`src/rtl/nbd_pkg.sv`:
```
package nbd_pkg;
  localparam int SYNC_W = 16;
  localparam int SLOT_W = 24;
  localparam int PRI_LEN = 6;
  localparam logic [PRI_LEN*SYNC_W-1:0] PRI_PAT =
    {16'h0000, 16'h0000, 16'h0000, 16'h0000, 16'hF872, 16'h4E1F};
  localparam int ALT_LEN_DEF = 3;
  localparam logic [ALT_LEN_DEF*SYNC_W-1:0] ALT_PAT_DEF =
    {16'h1FFF, 16'hE800, 16'h07F1};
  localparam int TIMEOUT_DEF = 4096;

  typedef enum logic [1:0] {CAP_IDLE, CAP_PC, CAP_PD} cap_state_e;
endpackage

```
`src/rtl/nbd_seq_matcher.sv`:
```
module nbd_seq_matcher #(
  parameter int LEN = 6,
  parameter logic [LEN*nbd_pkg::SYNC_W-1:0] PAT = '0
) (
  input  logic                      clk,
  input  logic                      rst_n,
  input  logic                      take,
  input  logic [nbd_pkg::SYNC_W-1:0] word,
  output logic                      hit
);
  localparam int W = nbd_pkg::SYNC_W;
  localparam int IW = (LEN > 2) ? $clog2(LEN) : 1;

  function automatic int lead_run();
    int n = 1;
    for (int i = 1; i < LEN; i++)
      if (n == i && PAT[(LEN-1-i)*W +: W] == PAT[(LEN-1)*W +: W]) n = i + 1;
    return n;
  endfunction

  localparam int LEAD = lead_run();
  localparam logic [W-1:0] FIRST = PAT[(LEN-1)*W +: W];

  logic [IW-1:0] idx, idx_n;
  logic [W-1:0]  expect_w;

  always_comb begin
    expect_w = PAT[(LEN-1-int'(idx))*W +: W];
    idx_n = idx;
    hit = 1'b0;
    if (take) begin
      if (word == expect_w) begin
        if (int'(idx) == LEN-1) begin
          idx_n = '0;
          hit = 1'b1;
        end else begin
          idx_n = idx + 1'b1;
        end
      end else if (word == FIRST) begin
        idx_n = (int'(idx) == LEAD) ? IW'(LEAD) : IW'(1);
      end else begin
        idx_n = '0;
      end
    end
  end

  always_ff @(posedge clk) begin
    if (!rst_n) idx <= '0;
    else        idx <= idx_n;
  end

  assert_idx_in_range_R4: assert property (@(posedge clk) disable iff (!rst_n)
    int'(idx) < LEN);
endmodule

```
`src/rtl/nbd_hold_timer.sv`:
```
module nbd_hold_timer #(
  parameter int TIMEOUT = 4096
) (
  input  logic clk,
  input  logic rst_n,
  input  logic hit,
  input  logic tick,
  output logic flag
);
  localparam int CW = $clog2(TIMEOUT + 1);
  logic [CW-1:0] cnt;

  always_ff @(posedge clk) begin
    if (!rst_n) begin
      flag <= 1'b0;
      cnt  <= '0;
    end else if (hit) begin
      flag <= 1'b1;
      cnt  <= '0;
    end else if (flag && tick) begin
      if (cnt == CW'(TIMEOUT - 1)) begin
        flag <= 1'b0;
        cnt  <= '0;
      end else begin
        cnt <= cnt + 1'b1;
      end
    end
  end

  assert_rise_after_hit_R2: assert property (@(posedge clk) disable iff (!rst_n)
    $rose(flag) |-> $past(hit));
  assert_fall_at_window_end_R6: assert property (@(posedge clk) disable iff (!rst_n)
    $fell(flag) |-> $past(tick && cnt == CW'(TIMEOUT - 1)));
  assert_idle_count_zero_R7: assert property (@(posedge clk) disable iff (!rst_n)
    !flag |-> cnt == '0);
endmodule

```
`src/rtl/nbd_burst_capture.sv`:
```
module nbd_burst_capture (
  input  logic                       clk,
  input  logic                       rst_n,
  input  logic                       take,
  input  logic                       hit,
  input  logic [nbd_pkg::SYNC_W-1:0] word,
  output logic [nbd_pkg::SYNC_W-1:0] pc,
  output logic [nbd_pkg::SYNC_W-1:0] pd
);
  import nbd_pkg::*;
  cap_state_e state;

  always_ff @(posedge clk) begin
    if (!rst_n) begin
      state <= CAP_IDLE;
      pc    <= '0;
      pd    <= '0;
    end else if (take) begin
      if (hit) begin
        state <= CAP_PC;
      end else begin
        case (state)
          CAP_PC: begin pc <= word; state <= CAP_PD; end
          CAP_PD: begin pd <= word; state <= CAP_IDLE; end
          default: state <= CAP_IDLE;
        endcase
      end
    end
  end

  assert_pc_load_slot_R5: assert property (@(posedge clk) disable iff (!rst_n)
    !$stable(pc) |-> $past(state == CAP_PC && take));
  assert_pd_load_slot_R5: assert property (@(posedge clk) disable iff (!rst_n)
    !$stable(pd) |-> $past(state == CAP_PD && take));
endmodule

```
`src/rtl/nonpcm_burst_detect.sv`:
```
module nonpcm_burst_detect #(
  parameter int TIMEOUT = nbd_pkg::TIMEOUT_DEF,
  parameter int ALT_LEN = nbd_pkg::ALT_LEN_DEF,
  parameter logic [ALT_LEN*nbd_pkg::SYNC_W-1:0] ALT_PAT = nbd_pkg::ALT_PAT_DEF
) (
  input  logic        clk,
  input  logic        rst_n,
  input  logic        in_valid,
  output logic        in_ready,
  input  logic [23:0] in_word,
  input  logic        in_frame,
  output logic        nonpcm_det,
  output logic        alt_det,
  output logic [15:0] burst_pc,
  output logic [15:0] burst_pd
);
  import nbd_pkg::*;

  logic              take, tick, pri_hit, alt_hit;
  logic [SYNC_W-1:0] sw;
  logic [SLOT_W-SYNC_W-1:0] unused_low;

  assign in_ready   = 1'b1;
  assign take       = in_valid;
  assign tick       = in_valid && in_frame;
  assign sw         = in_word[SLOT_W-1 -: SYNC_W];
  assign unused_low = in_word[SLOT_W-SYNC_W-1:0];

  nbd_seq_matcher #(.LEN(PRI_LEN), .PAT(PRI_PAT)) u_pri_match (
    .clk(clk), .rst_n(rst_n), .take(take), .word(sw), .hit(pri_hit));

  nbd_seq_matcher #(.LEN(ALT_LEN), .PAT(ALT_PAT)) u_alt_match (
    .clk(clk), .rst_n(rst_n), .take(take), .word(sw), .hit(alt_hit));

  nbd_hold_timer #(.TIMEOUT(TIMEOUT)) u_pri_timer (
    .clk(clk), .rst_n(rst_n), .hit(pri_hit), .tick(tick), .flag(nonpcm_det));

  nbd_hold_timer #(.TIMEOUT(TIMEOUT)) u_alt_timer (
    .clk(clk), .rst_n(rst_n), .hit(alt_hit), .tick(tick), .flag(alt_det));

  nbd_burst_capture u_capture (
    .clk(clk), .rst_n(rst_n), .take(take), .hit(pri_hit), .word(sw),
    .pc(burst_pc), .pd(burst_pd));
endmodule

```
`config.mk`:
```
export PLATFORM = sky130hd
export DESIGN_NAME = nonpcm_burst_detect
export DESIGN_NICKNAME = d
export VERILOG_FILES = /design/src/rtl/nbd_pkg.sv /design/src/rtl/nbd_seq_matcher.sv /design/src/rtl/nbd_hold_timer.sv /design/src/rtl/nbd_burst_capture.sv /design/src/rtl/nonpcm_burst_detect.sv
export SDC_FILE = /design/constraint.sdc
export NUM_CORES = 1
export LEC_CHECK = 0
export CORE_AREA = 3 3 79 81
export DETAILED_ROUTE_END_ITERATION = 10
export DIE_AREA = 0 0 82 84
export PLACE_DENSITY_LB_ADDON = 0.1
export RECOVER_POWER = 50
export SYNTH_ARGS = -nofsm -noshare
export SYNTH_HDL_FRONTEND = slang
export SYNTH_SLANG_ARGS = --single-unit
```
`constraint.sdc`:
```
create_clock -name clk -period 6.32 [get_ports clk]
set_input_delay 1.264 -clock clk [delete_from_list [all_inputs] [get_ports clk]]
set_output_delay 1.264 -clock clk [all_outputs]
set_load 0.005 [all_outputs]
```
==> impl_metrics.env <==
export IMPL_tightest_slew_ns=1.75
export IMPL_endpoint_kind="register"
export IMPL_hold_violations=0
export IMPL_timing_rr_start="u_pri_match.idx[1]"
export IMPL_cts_setup_buffers=0
export IMPL_criticalPathCategory="in2reg"
export IMPL_ff2ff_setup_slack_ns=2.34
export IMPL_grt_remaining_overflow=0
export IMPL_design_area_sq_um=3770
export IMPL_rr_worst_depth=7
export IMPL_portBuffers=53
export IMPL_clk_pin_slew_worst_paths_ns=0.07
export IMPL_numCtsBuffers=9
export IMPL_ys_seq_area_share_pct=43.5
export IMPL_nets=435
export IMPL_violations="capacitance limit, slew limit"
export IMPL_leakage_nw=1.43
export IMPL_clock_sinks=67
export IMPL_timing_final_crit_share_pct=75.5
export IMPL_fin_hold_ws_ns=0.453
export IMPL_ir_drop_v=0.000196
export IMPL_insertion_delay_ns=0.35
export IMPL_root_buffer="clkbuf_8"
export IMPL_yosysUniqueCellTypes=45
export IMPL_die_w_um=82
export IMPL_synth_seq_cells=67
export IMPL_die_h_um=84
export IMPL_start_kind="primary input"
export IMPL_post_cts_resized=0
export IMPL_io_pins=63
export IMPL_num_vias=2609
export IMPL_core_area_sq_um=5540
export IMPL_maxCapViolCount=1
export IMPL_drc_errors=0
export IMPL_syn_avg_cell_area_sq_um=8.75
export IMPL_clock_tree_buffer_depth=2
export IMPL_hold_class="reg2reg"
export IMPL_worstSetupStartpoint="in_word[18]"
export IMPL_netlist_instances=352
export IMPL_dieArea_sq_um=6890
export IMPL_worst_ep_required_time_ns=6.56
export IMPL_synthesis_nets=383
export IMPL_antennaDiodeCount=0
export IMPL_wire_per_inst_um=14.0
export IMPL_areaGrowthSynthToFinish_pct=22.5
export IMPL_tritoncts="built"
export IMPL_crit_fanout=17
export IMPL_cp_endpoint="u_capture.state[1]"
export IMPL_fill_cells=454
export IMPL_fmax_mhz=209
export IMPL_grt_pass1_wl_um=11300
export IMPL_yosysWarnings=0
export IMPL_tns_ns=0
export IMPL_multi_input_area_sq_um=1620
export IMPL_drv_slew=7
export IMPL_max_stage_delay_ns=1.48
export IMPL_initial_core_util_pct=55.6
export IMPL_postPlaceCellArea_sq_um=3610
export IMPL_routed_wl_um=6710
export IMPL_synth_area_sq_um=3080
export IMPL_slew_headroom_pct=-19.5
export IMPL_hpwl_um=4670
export IMPL_fin_skew_ns=0.00526
export IMPL_grt_pass1_vias=2544
export IMPL_rows=27
export IMPL_avgViaCountPerCell=5.44
export IMPL_worstPathCellList="dlygate4sd3_1 > and4_1 > nand4_2 > a2111oi_0 > nand2_2 > o2111a_1 > o21a_1"
export IMPL_r2r_end="u_capture.state[1]"
export IMPL_grt_use_total_pct=20.9
export IMPL_cts_max_level=3
export IMPL_drt_antenna_violating_nets=0
export IMPL_postCtsHoldBufs=0
export IMPL_cp_slowest_cell="a2111oi_0"
export IMPL_finalSetupViolations=0
export IMPL_cp_data_arrival_time_ns=5.02
export IMPL_grt_max_degree=57
export IMPL_dr_pass1_iters=5
export IMPL_powerDensity_nw_per_um2=210
export IMPL_place_gp_congestion=0.888
export IMPL_status="finished with violations"
export IMPL_ff_latch_area_sq_um=1340
export IMPL_rsz0062_at_grt="false"
export IMPL_drive_above_1_share_pct=4.66
export IMPL_antenna_found_initial=0
export IMPL_drt_initial_drc_count=71
export IMPL_fin_crit_ns=4.77
[metrics by stage]
stage	power, W	cells	setup slack, ns	utilization [%]
2_1_floorplan	0.000452	352	3.30	-
3_3_place_gp	0.000475	465	2.24	65.2
3_5_place_dp	0.000475	465	2.20	65.2
4_1_cts	0.000799	480	2.55	68.5
5_1_grt	0.000822	480	1.24	68.1
6_report	0.000793	480	1.55	68.1
[flip-flops by register name (all words and copies together), names as in the netlist]
register and flops:
u_capture.pc 16, u_capture.pd 16, u_alt_timer.cnt 13, u_pri_timer.cnt 13
u_pri_match.idx 3, u_alt_match.idx 2, u_capture.state 2, u_alt_timer.flag 1
u_pri_timer.flag 1
[routing by layer]
metal | GRT usage [%] | up-vias | part of all wire (%)
met5 | 0 | - | 0
met2 | 32.4 | 64 | 46
met3 | 7.88 | 16 | 6.6
li1 | - | 1324 | -
met4 | 9.37 | 0 | 2.3
met1 | 25.4 | 1205 | 45
[worst max-delay path: cells and delay by family]
| family | cells | cell delay, ns |
|---|---|---|
| buffers and inverters | 1 | 0.66 |
| AND/OR/NAND/NOR | 3 | 0.60 |
| AO/OA/AOI/OAI | 3 | 2.49 |
[logic make-up after synthesis]
logic type	count (synthesis)	share of synthesized area, %
AND/OR/NAND/NOR	178	27.4
flip-flops	67	43.5
multiplexers	34	11.0
AO/OA/AOI/OAI	32	7.68
XOR/XNOR	20	5.69
buffers and inverters	17	3.29
adder cells (fa/ha/maj)	3	1.22
other	1	0.122
[Yosys cell counts, drive strengths merged]
cell	instances	area [sq um]
o22ai	1	6.26
a2bb2o	1	10.0
ha	3	37.5
nor3b	2	20.0
dfxtp	67	1340
a31oi	1	6.26
o21ai	6	30.0
nor4	4	25.0
buf	5	56.3
clkbuf	7	26.3
and2	2	12.5
o211ai	1	7.51
or4b	1	10.0
and3	7	43.8
nand2b	2	12.5
or2	1	6.26
nor2b	3	18.8
a22oi	2	15.0
nand3	14	70.1
mux2i	34	340
or3	3	18.8
a41oi	2	17.5
o21a	1	7.51
o41a	1	11.3
conb	1	3.75
xor2	14	123
inv	5	18.8
nor2	37	139
a21oi	11	55.1
nor4b	2	17.5
o2111a	3	33.8
nand4b	3	26.3
nand3b	2	15.0
a2111oi	1	27.5
and4	2	17.5
xnor2	6	52.6
nand2	77	292
nand4	11	75.1
a211o	1	8.76
nor3	5	25.0
[report_power, final]
part           switching [W]  internal (W)
sequential        0.00000130      0.000423
clock               0.000155      0.000173
combinational      0.0000252     0.0000161
total               0.000182      0.000612
[area by class of cell]
class / count / area share, %
Multi-Input combinational cell: 268 / 42.9
Sequential cell: 67 / 35.5
Timing Repair Buffer: 53 / 13.9
Clock buffer: 14 / 4.57
Tap cell: 72 / 2.39
Inverter: 5 / 0.497
Clock inverter: 1 / 0.199
[cell usage in the layout (no fill, tap or decap), drive strengths merged, types with 7 or more instances in the layout]
master,count
nand2,77
clkbuf,14
dfxtp,67
dlygate4sd3,37
a21oi,11
clkdlybuf4s50,15
nor2,37
xor2,14
and3,7
nand4,11
mux2i,34
nand3,14
[worst min path at each step]
stage                     endpoint           startpoint  slack (ns)  cells past startpoint
2_1_floorplan  u_pri_timer.cnt[12]  u_pri_timer.cnt[12]        0.43                      2
3_5_place_dp   u_pri_timer.cnt[12]  u_pri_timer.cnt[12]        0.44                      2
5_1_grt           u_capture.pc[11]     u_capture.pc[11]        0.48                      2
3_3_place_gp   u_pri_timer.cnt[12]  u_pri_timer.cnt[12]        0.44                      2
6_report       u_alt_timer.cnt[12]  u_alt_timer.cnt[12]        0.45                      2
4_1_cts        u_pri_timer.cnt[12]  u_pri_timer.cnt[12]        0.46                      2
(Power assumes the default switching activity.)
